$ cat src/rtl/spi_chain_pkg.sv
package spi_chain_pkg;
  // Per-cycle events decoded from the synchronised serial inputs.
  typedef struct packed {
    logic capture;   // edge that samples the data input
    logic launch;    // edge that updates the data output
    logic sel_start; // select has just fallen
    logic sel_end;   // select has just risen
  } spi_evt_t;
endpackage

$ cat src/rtl/spi_sync.sv
module spi_sync #(
  parameter int               WIDTH   = 3,
  parameter int               STAGES  = 2,
  parameter logic [WIDTH-1:0] RST_VAL = '0
) (
  input  logic             clk,
  input  logic             rst_n,
  input  logic [WIDTH-1:0] d,
  output logic [WIDTH-1:0] q
);
  logic [STAGES-1:0][WIDTH-1:0] stg_q;

  always_ff @(posedge clk or negedge rst_n) begin
    if (!rst_n) stg_q <= {STAGES{RST_VAL}};
    else        stg_q <= {stg_q[STAGES-2:0], d};
  end

  assign q = stg_q[STAGES-1];
endmodule

$ cat src/rtl/spi_edge_dec.sv
module spi_edge_dec
  import spi_chain_pkg::*;
#(
  parameter bit CPOL = 1'b0,
  parameter bit CPHA = 1'b0
) (
  input  logic     clk,
  input  logic     rst_n,
  input  logic     cs_s,
  input  logic     sclk_s,
  output spi_evt_t evt
);
  logic cs_p_q, sclk_p_q;
  logic sclk_rise, sclk_fall, cap_e, lau_e, sel;

  always_ff @(posedge clk or negedge rst_n) begin
    if (!rst_n) begin
      cs_p_q   <= 1'b1;
      sclk_p_q <= CPOL;
    end else begin
      cs_p_q   <= cs_s;
      sclk_p_q <= sclk_s;
    end
  end

  assign sclk_rise = sclk_s & ~sclk_p_q;
  assign sclk_fall = ~sclk_s & sclk_p_q;

  generate
    if ((CPOL ^ CPHA) == 1'b0) begin : g_cap_rise
      assign cap_e = sclk_rise;
      assign lau_e = sclk_fall;
    end else begin : g_cap_fall
      assign cap_e = sclk_fall;
      assign lau_e = sclk_rise;
    end
  endgenerate

  assign sel = ~cs_s;

  always_comb begin
    evt.capture   = sel & cap_e;
    evt.launch    = sel & lau_e;
    evt.sel_start = ~cs_s & cs_p_q;
    evt.sel_end   = cs_s & ~cs_p_q;
  end
endmodule

$ cat src/rtl/spi_shift_core.sv
module spi_shift_core
  import spi_chain_pkg::*;
#(
  parameter int WORD_W = 8
) (
  input  logic              clk,
  input  logic              rst_n,
  input  spi_evt_t          evt,
  input  logic              din_s,
  output logic              dout,
  output logic [WORD_W-1:0] word,
  output logic              load,
  output logic              frame_err
);
  localparam int CNT_W = (WORD_W > 2) ? $clog2(WORD_W) : 1;
  localparam logic [CNT_W-1:0] CNT_LAST = CNT_W'(WORD_W - 1);

  logic [WORD_W-1:0] shreg_q, shreg_d, word_q, word_d;
  logic [CNT_W-1:0]  cnt_q, cnt_d;
  logic              dout_q, dout_d, load_q, load_d, err_q, err_d;
  logic              shreg_en, cnt_en, dout_en, word_en;

  // next-state logic
  always_comb begin
    shreg_d = {shreg_q[WORD_W-2:0], din_s};
    cnt_d   = (cnt_q == CNT_LAST) ? '0 : cnt_q + 1'b1;
    dout_d  = shreg_q[WORD_W-1];
    word_d  = shreg_q;
    load_d  = evt.sel_end;
    err_d   = evt.sel_end & (cnt_q != '0);
    if (evt.sel_start) cnt_d = '0;
    shreg_en = evt.capture & ~evt.sel_start;
    cnt_en   = evt.capture | evt.sel_start;
    dout_en  = evt.launch | evt.sel_start;
    word_en  = evt.sel_end;
  end

  // state registers with explicit enables
  always_ff @(posedge clk or negedge rst_n) begin
    if (!rst_n) begin
      shreg_q <= '0;
      cnt_q   <= '0;
      dout_q  <= 1'b0;
      word_q  <= '0;
      load_q  <= 1'b0;
      err_q   <= 1'b0;
    end else begin
      if (shreg_en) shreg_q <= shreg_d;
      if (cnt_en)   cnt_q   <= cnt_d;
      if (dout_en)  dout_q  <= dout_d;
      if (word_en)  word_q  <= word_d;
      load_q <= load_d;
      err_q  <= err_d;
    end
  end

  assign dout      = dout_q;
  assign word      = word_q;
  assign load      = load_q;
  assign frame_err = err_q;
endmodule

$ cat src/rtl/spi_chain_slave.sv
module spi_chain_slave
  import spi_chain_pkg::*;
#(
  parameter int WORD_W      = 8,
  parameter bit CPOL        = 1'b0,
  parameter bit CPHA        = 1'b0,
  parameter int SYNC_STAGES = 2
) (
  input  logic              clk,
  input  logic              rst_n,
  input  logic              cs_n_i,
  input  logic              sclk_i,
  input  logic              din_i,
  output logic              dout_o,
  output logic              dout_oe_o,
  output logic [WORD_W-1:0] word_o,
  output logic              load_o,
  output logic              frame_err_o
);
  localparam logic [2:0] PIN_IDLE = {1'b1, CPOL, 1'b0};

  logic [1:0] rst_pipe_q;
  logic       rst_int_n;
  logic [2:0] pins_s;
  spi_evt_t   evt;

  // reset: asserted asynchronously, released on a clock edge
  always_ff @(posedge clk or negedge rst_n) begin
    if (!rst_n) rst_pipe_q <= 2'b00;
    else        rst_pipe_q <= {rst_pipe_q[0], 1'b1};
  end
  assign rst_int_n = rst_pipe_q[1];

  spi_sync #(.WIDTH(3), .STAGES(SYNC_STAGES), .RST_VAL(PIN_IDLE)) u_sync (
    .clk   (clk),
    .rst_n (rst_int_n),
    .d     ({cs_n_i, sclk_i, din_i}),
    .q     (pins_s)
  );

  spi_edge_dec #(.CPOL(CPOL), .CPHA(CPHA)) u_edge (
    .clk    (clk),
    .rst_n  (rst_int_n),
    .cs_s   (pins_s[2]),
    .sclk_s (pins_s[1]),
    .evt    (evt)
  );

  spi_shift_core #(.WORD_W(WORD_W)) u_core (
    .clk       (clk),
    .rst_n     (rst_int_n),
    .evt       (evt),
    .din_s     (pins_s[0]),
    .dout      (dout_o),
    .word      (word_o),
    .load      (load_o),
    .frame_err (frame_err_o)
  );

  assign dout_oe_o = ~pins_s[2];
endmodule

$ cat config.mk
export PLATFORM = sky130hd
export DESIGN_NAME = spi_chain_slave
export DESIGN_NICKNAME = d
export VERILOG_FILES = /design/src/rtl/spi_chain_pkg.sv /design/src/rtl/spi_sync.sv /design/src/rtl/spi_edge_dec.sv /design/src/rtl/spi_shift_core.sv /design/src/rtl/spi_chain_slave.sv
export SDC_FILE = /design/constraint.sdc
export NUM_CORES = 1
export LEC_CHECK = 0
export CORE_MARGIN = 4
export CORE_UTILIZATION = 40
export DETAILED_ROUTE_END_ITERATION = 8
export DONT_BUFFER_PORTS = 1
export HOLD_SLACK_MARGIN = 0.02
export PLACE_DENSITY = 0.61
export SKIP_LAST_GASP = 1
export SYNTH_ARGS = -nofsm -noshare
export SYNTH_HDL_FRONTEND = slang
export SYNTH_HIERARCHICAL = 1
export SYNTH_SLANG_ARGS = --single-unit
$ cat constraint.sdc
create_clock -name clk -period 1.5 [get_ports clk]
set_clock_uncertainty 0.15 [all_clocks]
set_input_delay 0.3 -clock clk [delete_from_list [all_inputs] [get_ports clk]]
set_output_delay 0.3 -clock clk [all_outputs]
set_load 0.02 [all_outputs]
* Word level (Yosys, flattened, before mapping)
Index checks and enable logic that the tools add are counted.
** Storage, ports and cells
- Flip-flop bits (word level) :: 32
- Input bits :: 5
- Logic and storage cells :: 31
** Cells by class
- Add/subtract/negate cells :: 1
- Eq/ne operators :: 1
- Mux-type cells :: 2
- Bitwise operators :: 15
- Reductions and logical operators :: 1
** Operator list (number)
- $and A1 B1 Y1 :: 8
- $mux W3 :: 2
- $not A1 Y1 :: 5
- $add A3 B1 Y3 const B :: 1
- $eq A3 B3 Y1 const B :: 1
- $reduce_bool A3 Y1 :: 1
- $or A1 B1 Y1 :: 2

* Logic depth before layout (Yosys ltp)
- Depth in word-level cells :: 4
- Depth in mapped cells :: 5

* By module
The synthesis kept the hierarchy.
** Modules (own cells, without submodules)
- spi_shift_core :: times used 1, cells each 57, area an instance 874.6 µm²
- spi_sync :: times used 1, cells each 9, area an instance 175.2 µm²
- spi_edge_dec :: times used 1, cells each 6, area an instance 78.8 µm²
- spi_chain_slave :: times used 1, cells each 4, area an instance 57.6 µm²

* Worst setup path after synthesis
Ideal clock, no wire load.
- Path kind :: register -> register
- From :: register u_sync.stg_q, in the netlist u_sync/q[2]
- To :: register u_core.shreg_q[0]
- Library setup time :: 125 ps
- Data arrival time :: 1573 ps
- Required time :: 1225 ps
- Slack :: -348 ps
- Cell stages (with the launch flop) :: 6
- Path buffers :: 2
- Clock period less this slack :: 1848 ps
- Cells stage by stage :: dfstp_2 > buf_4 > nor3b_1 > nor2b_1 > buf_6 > mux2_2
** RTL lines
- from (decl) :: line spi_sync.sv:11 : logic [STAGES-1:0][WIDTH-1:0] stg_q;
- from (signal assigned) :: line spi_sync.sv:14 : if (!rst_n) stg_q <= {STAGES{RST_VAL}};
- from (signal assigned) :: line spi_sync.sv:15 : else stg_q <= {stg_q[STAGES-2:0], d};
- to (signal assigned) :: line spi_shift_core.sv:48 : if (shreg_en) shreg_q <= shreg_d;
- to (decl) :: line spi_shift_core.sv:18 : logic [WORD_W-1:0] shreg_q, shreg_d, word_q, word_d;

==> flow_summary.toml <==
[sta]
setup_tns_ns = -1.30
unrepaired_setup_endpoints_after_global_routing = "true"
final_max_slew_viol_count = 0
final_hold_viol_count = 0
setup_viol_count_final = 18
fmax_mhz = 627
timing.final.crit_share_pct = 106
fin_hold_ws_ns = 0.102
final_worst_setup_slack_ns = -0.0940
final_period_minus_worst_setup_slack_ns = 1.59

[drt]
totalWireLength_mm = 1.84
detail_route.drc_violations = 0
first_pass_iters = 2
post_drt_wl_per_cell_um = 14.1
detailed_router_s_first_iteration_violation_count = 18
residual_antenna_violating_net_count_after_detailed_routing = 0
dr_vias_cell = 4.83
routed-via-count = 628

[cells_and_area]
area.sequential_um2 = 805
multi_input_area_um2 = 385
finalInstanceArea_um2 = 1480
nets = 106
insertedDiodeCount = 0
n_fill_cell = 243
area_growth_syn_to_layout_pct = 24.9
drive_above_1_share_pct = 47.5

[synth]
post_synth_instance_area_um2 = 1190
ys_seq_elements = 32
synth_xor_xnor_area_share_pct = 0
yosys.cell_types.count = 19
syn_area_per_cell_um2 = 15.6
synth-adder-area-share_pct = 3.16
synth_top_family_by_area = "multiplexers"
synth-warning-count = 6
area_fraction_in_and_or_nand_and_nor_cells_after_synthesis_pct = 5.49
synth.yosys.seq_area_share_pct = 67.8
mappedNetlistNets = 84
synthMuxAreaShare_pct = 17.0
synth_compound_gate_area_share_pct = 1.69
synth_cells = 76

[worst_setup_path]
critical_path_peak_fanout = 8
cp-endpoint = "u_core/shreg_q[1]"
critical_path.reg2reg.startpoint = "u_sync/q[2]"
crit-reg2reg-capture = "u_core/shreg_q[1]"
worstSetupStartpoint = "u_sync/q[2]"
r2r_slack_ns = -0.09
setup.worst_path.class = "flip-flop to flip-flop"
critical_path.startpoint_type = "flip-flop"
timing.reg2reg.worst_path_depth = 3
setup.worst_path.end_class = "flip-flop"
critical_path_required_ns = 1.58
worst-endpoint-arrival_ns = 1.67

[global_route]
gr-usage-met1_pct = 12.4
grt_util_met2_pct = 16.4
global_route.usage.met3_pct = 7.01
wire_length_of_the_first_global_routing_pass_mm = 3.21
grt.busiest_layer = "met2"
antenna_found_initial = 0
aggregate_global_route_resource_usage_pct = 11.1
grt_max_degree = 27
gr_overflow_total = 0
first_global_vias = 679

[die]
fp.coreArea_um2 = 2810
dieHeight_um = 62.5
dieWidth_um = 62.5
floorplan.initialDensity_pct = 42.3
floorplan.die_area_um2 = 3900
num_io_pins = 17
core.rowCount = 19

[clocking]
clk_latency_ns = 0.33
clockRootBuffer = "sky130_fd_sc_hd__clkbuf_4"
clockBufferDepth = 2
ctsHtreeMaxLevel = 2
num_clock_sinks = 32
cts_inserted_buffers = 5
clkSlewWorstSetupHoldPaths_ns = 0.10
tritoncts = "yes"

[run_status]
failed_checks = "setup timing"
outcome = "finished, violations left"

[pwr]
power_leakage_nw = 0.699
ir_drop_v = 0.000906
pwr_dens_nw_per_um2 = 1360

[place]
port-buffer-count = 0
postPlaceCellArea_um2 = 1290
place_worst_setup_slack_ns = -0.128
detailed_place_hpwl_mm = 1.19
place_congestion = 0.718

[run]
timing.max_cap.violations = 0

[worst_hold_path]
hold_class = "flip-flop to async pin"
## how the worst min path moves through the flow
stage	start	end	slack [ns]	depth (start not counted)
6_report	rst_pipe_q[1]	u_core/shreg_q[1]	0.10	1
5_1_grt	rst_pipe_q[1]	u_sync/stg_q[2]	0.12	0
4_1_cts	rst_n	rst_pipe_q[0]	0.03	1
3_5_place_dp	rst_n	rst_pipe_q[0]	-0.15	0
3_3_place_gp	rst_n	rst_pipe_q[0]	-0.15	0
2_1_floorplan	rst_n	rst_pipe_q[0]	-0.15	0
## synthesized netlist by cell type
| cell | n | share of area [%] |
|---|---|---|
| sky130_fd_sc_hd__nor2_1 | 2 | 0.63 |
| sky130_fd_sc_hd__nand3b_1 | 1 | 0.63 |
| sky130_fd_sc_hd__dfrtp_1 | 29 | 61 |
| sky130_fd_sc_hd__nor3b_1 | 2 | 1.3 |
| sky130_fd_sc_hd__inv_1 | 4 | 1.3 |
| sky130_fd_sc_hd__or4b_1 | 1 | 0.84 |
| sky130_fd_sc_hd__nand2b_1 | 1 | 0.53 |
| sky130_fd_sc_hd__a21boi_0 | 1 | 0.63 |
| sky130_fd_sc_hd__nor2b_1 | 3 | 1.6 |
| sky130_fd_sc_hd__dfstp_2 | 3 | 6.6 |
| sky130_fd_sc_hd__mux2i_1 | 1 | 0.84 |
| sky130_fd_sc_hd__a21oi_1 | 1 | 0.42 |
| sky130_fd_sc_hd__buf_4 | 3 | 1.9 |
| sky130_fd_sc_hd__buf_6 | 1 | 0.95 |
| sky130_fd_sc_hd__buf_2 | 1 | 0.42 |
| sky130_fd_sc_hd__ha_1 | 3 | 3.2 |
| sky130_fd_sc_hd__conb_1 | 1 | 0.32 |
| sky130_fd_sc_hd__mux2_2 | 17 | 16 |
| sky130_fd_sc_hd__o31ai_1 | 1 | 0.63 |
## state kept, by name, indices dropped and copies added (netlist names)
signal,flops
u_core/cnt_q,3
u_core/word,8
rst_pipe_q,2
u_sync/q,3
u_core/shreg_q,8
u_core/load,1
u_core/frame_err,1
u_sync/stg_q,3
u_edge/cs_p_q,1
u_edge/sclk_p_q,1
u_core/dout,1
## report_power, final
group / total (mW) / leakage (nW) / internal, mW / switching (mW)
Clock: 0.456 / 0.0293 / 0.182 / 0.273
Combinational: 0.297 / 0.270 / 0.207 / 0.0906
Sequential: 1.27 / 0.400 / 1.04 / 0.225
Total: 2.02 / 0.699 / 1.43 / 0.589
## critical path, cell delays in order (launching register included)
cell	delay, ns
sky130_fd_sc_hd__dfstp_2	0.63
sky130_fd_sc_hd__nor2b_4	0.08
sky130_fd_sc_hd__nor2b_4	0.26
sky130_fd_sc_hd__mux2_2	0.37
## through the flow
stage,utilization [%],instances,total power [mW]
6_report,52.8,130,2.02
5_1_grt,52.8,130,2.17
3_3_place_gp,46.2,112,1.52
3_5_place_dp,46.2,112,1.53
2_1_floorplan,-,76,1.44
4_1_cts,50.9,127,2.02
## layer usage
| metal | share of wire (%) | vias up |
|---|---|---|
| met2 | 49 | 17 |
| met5 | 0 | - |
| met4 | 2.2 | 0 |
| met3 | 6.3 | 5 |
| li1 | - | 297 |
| met1 | 43 | 309 |
## final cells by class
cell class	count	share of cell area, %
Clock buffer	7	3.04
Multi-Input combinational cell	35	26.0
Inverter	4	1.18
Sequential cell	32	54.3
Clock inverter	1	0.338
Tap cell	31	2.62
Timing Repair Buffer	20	12.5
## layout by cell type, fill, tap and decap left out, drive strengths merged
master and n:
a21boi 1, a21oi 1, buf 14, clkbuf 7, clkinv 1, conb 1, dfrtp 29, dfstp 3
dlygate4sd3 6, ha 3, inv 4, mux2 17, mux2i 1, nand2b 1, nand3b 1, nor2 2
nor2b 3, nor3b 2, o31ai 1, or4b 1
## logic make-up after synthesis
group | after synthesis
other | 1
DFF | 32
muxes | 18
buffers and inverters | 9
and+or+nand+nor | 10
adders and majority gates | 3
AOI/OAI and AO/OA | 3
## repair_timing
action	4_1_cts	5_1_grt
buffers inserted	2	2
pin swaps	0	1
hold buffers	5	1
setup endpoints to repair	19	20
gates resized for setup	7	7
endpoints found under the hold margin	8	2
No activity file was read; power rests on OpenSTA's default activity.
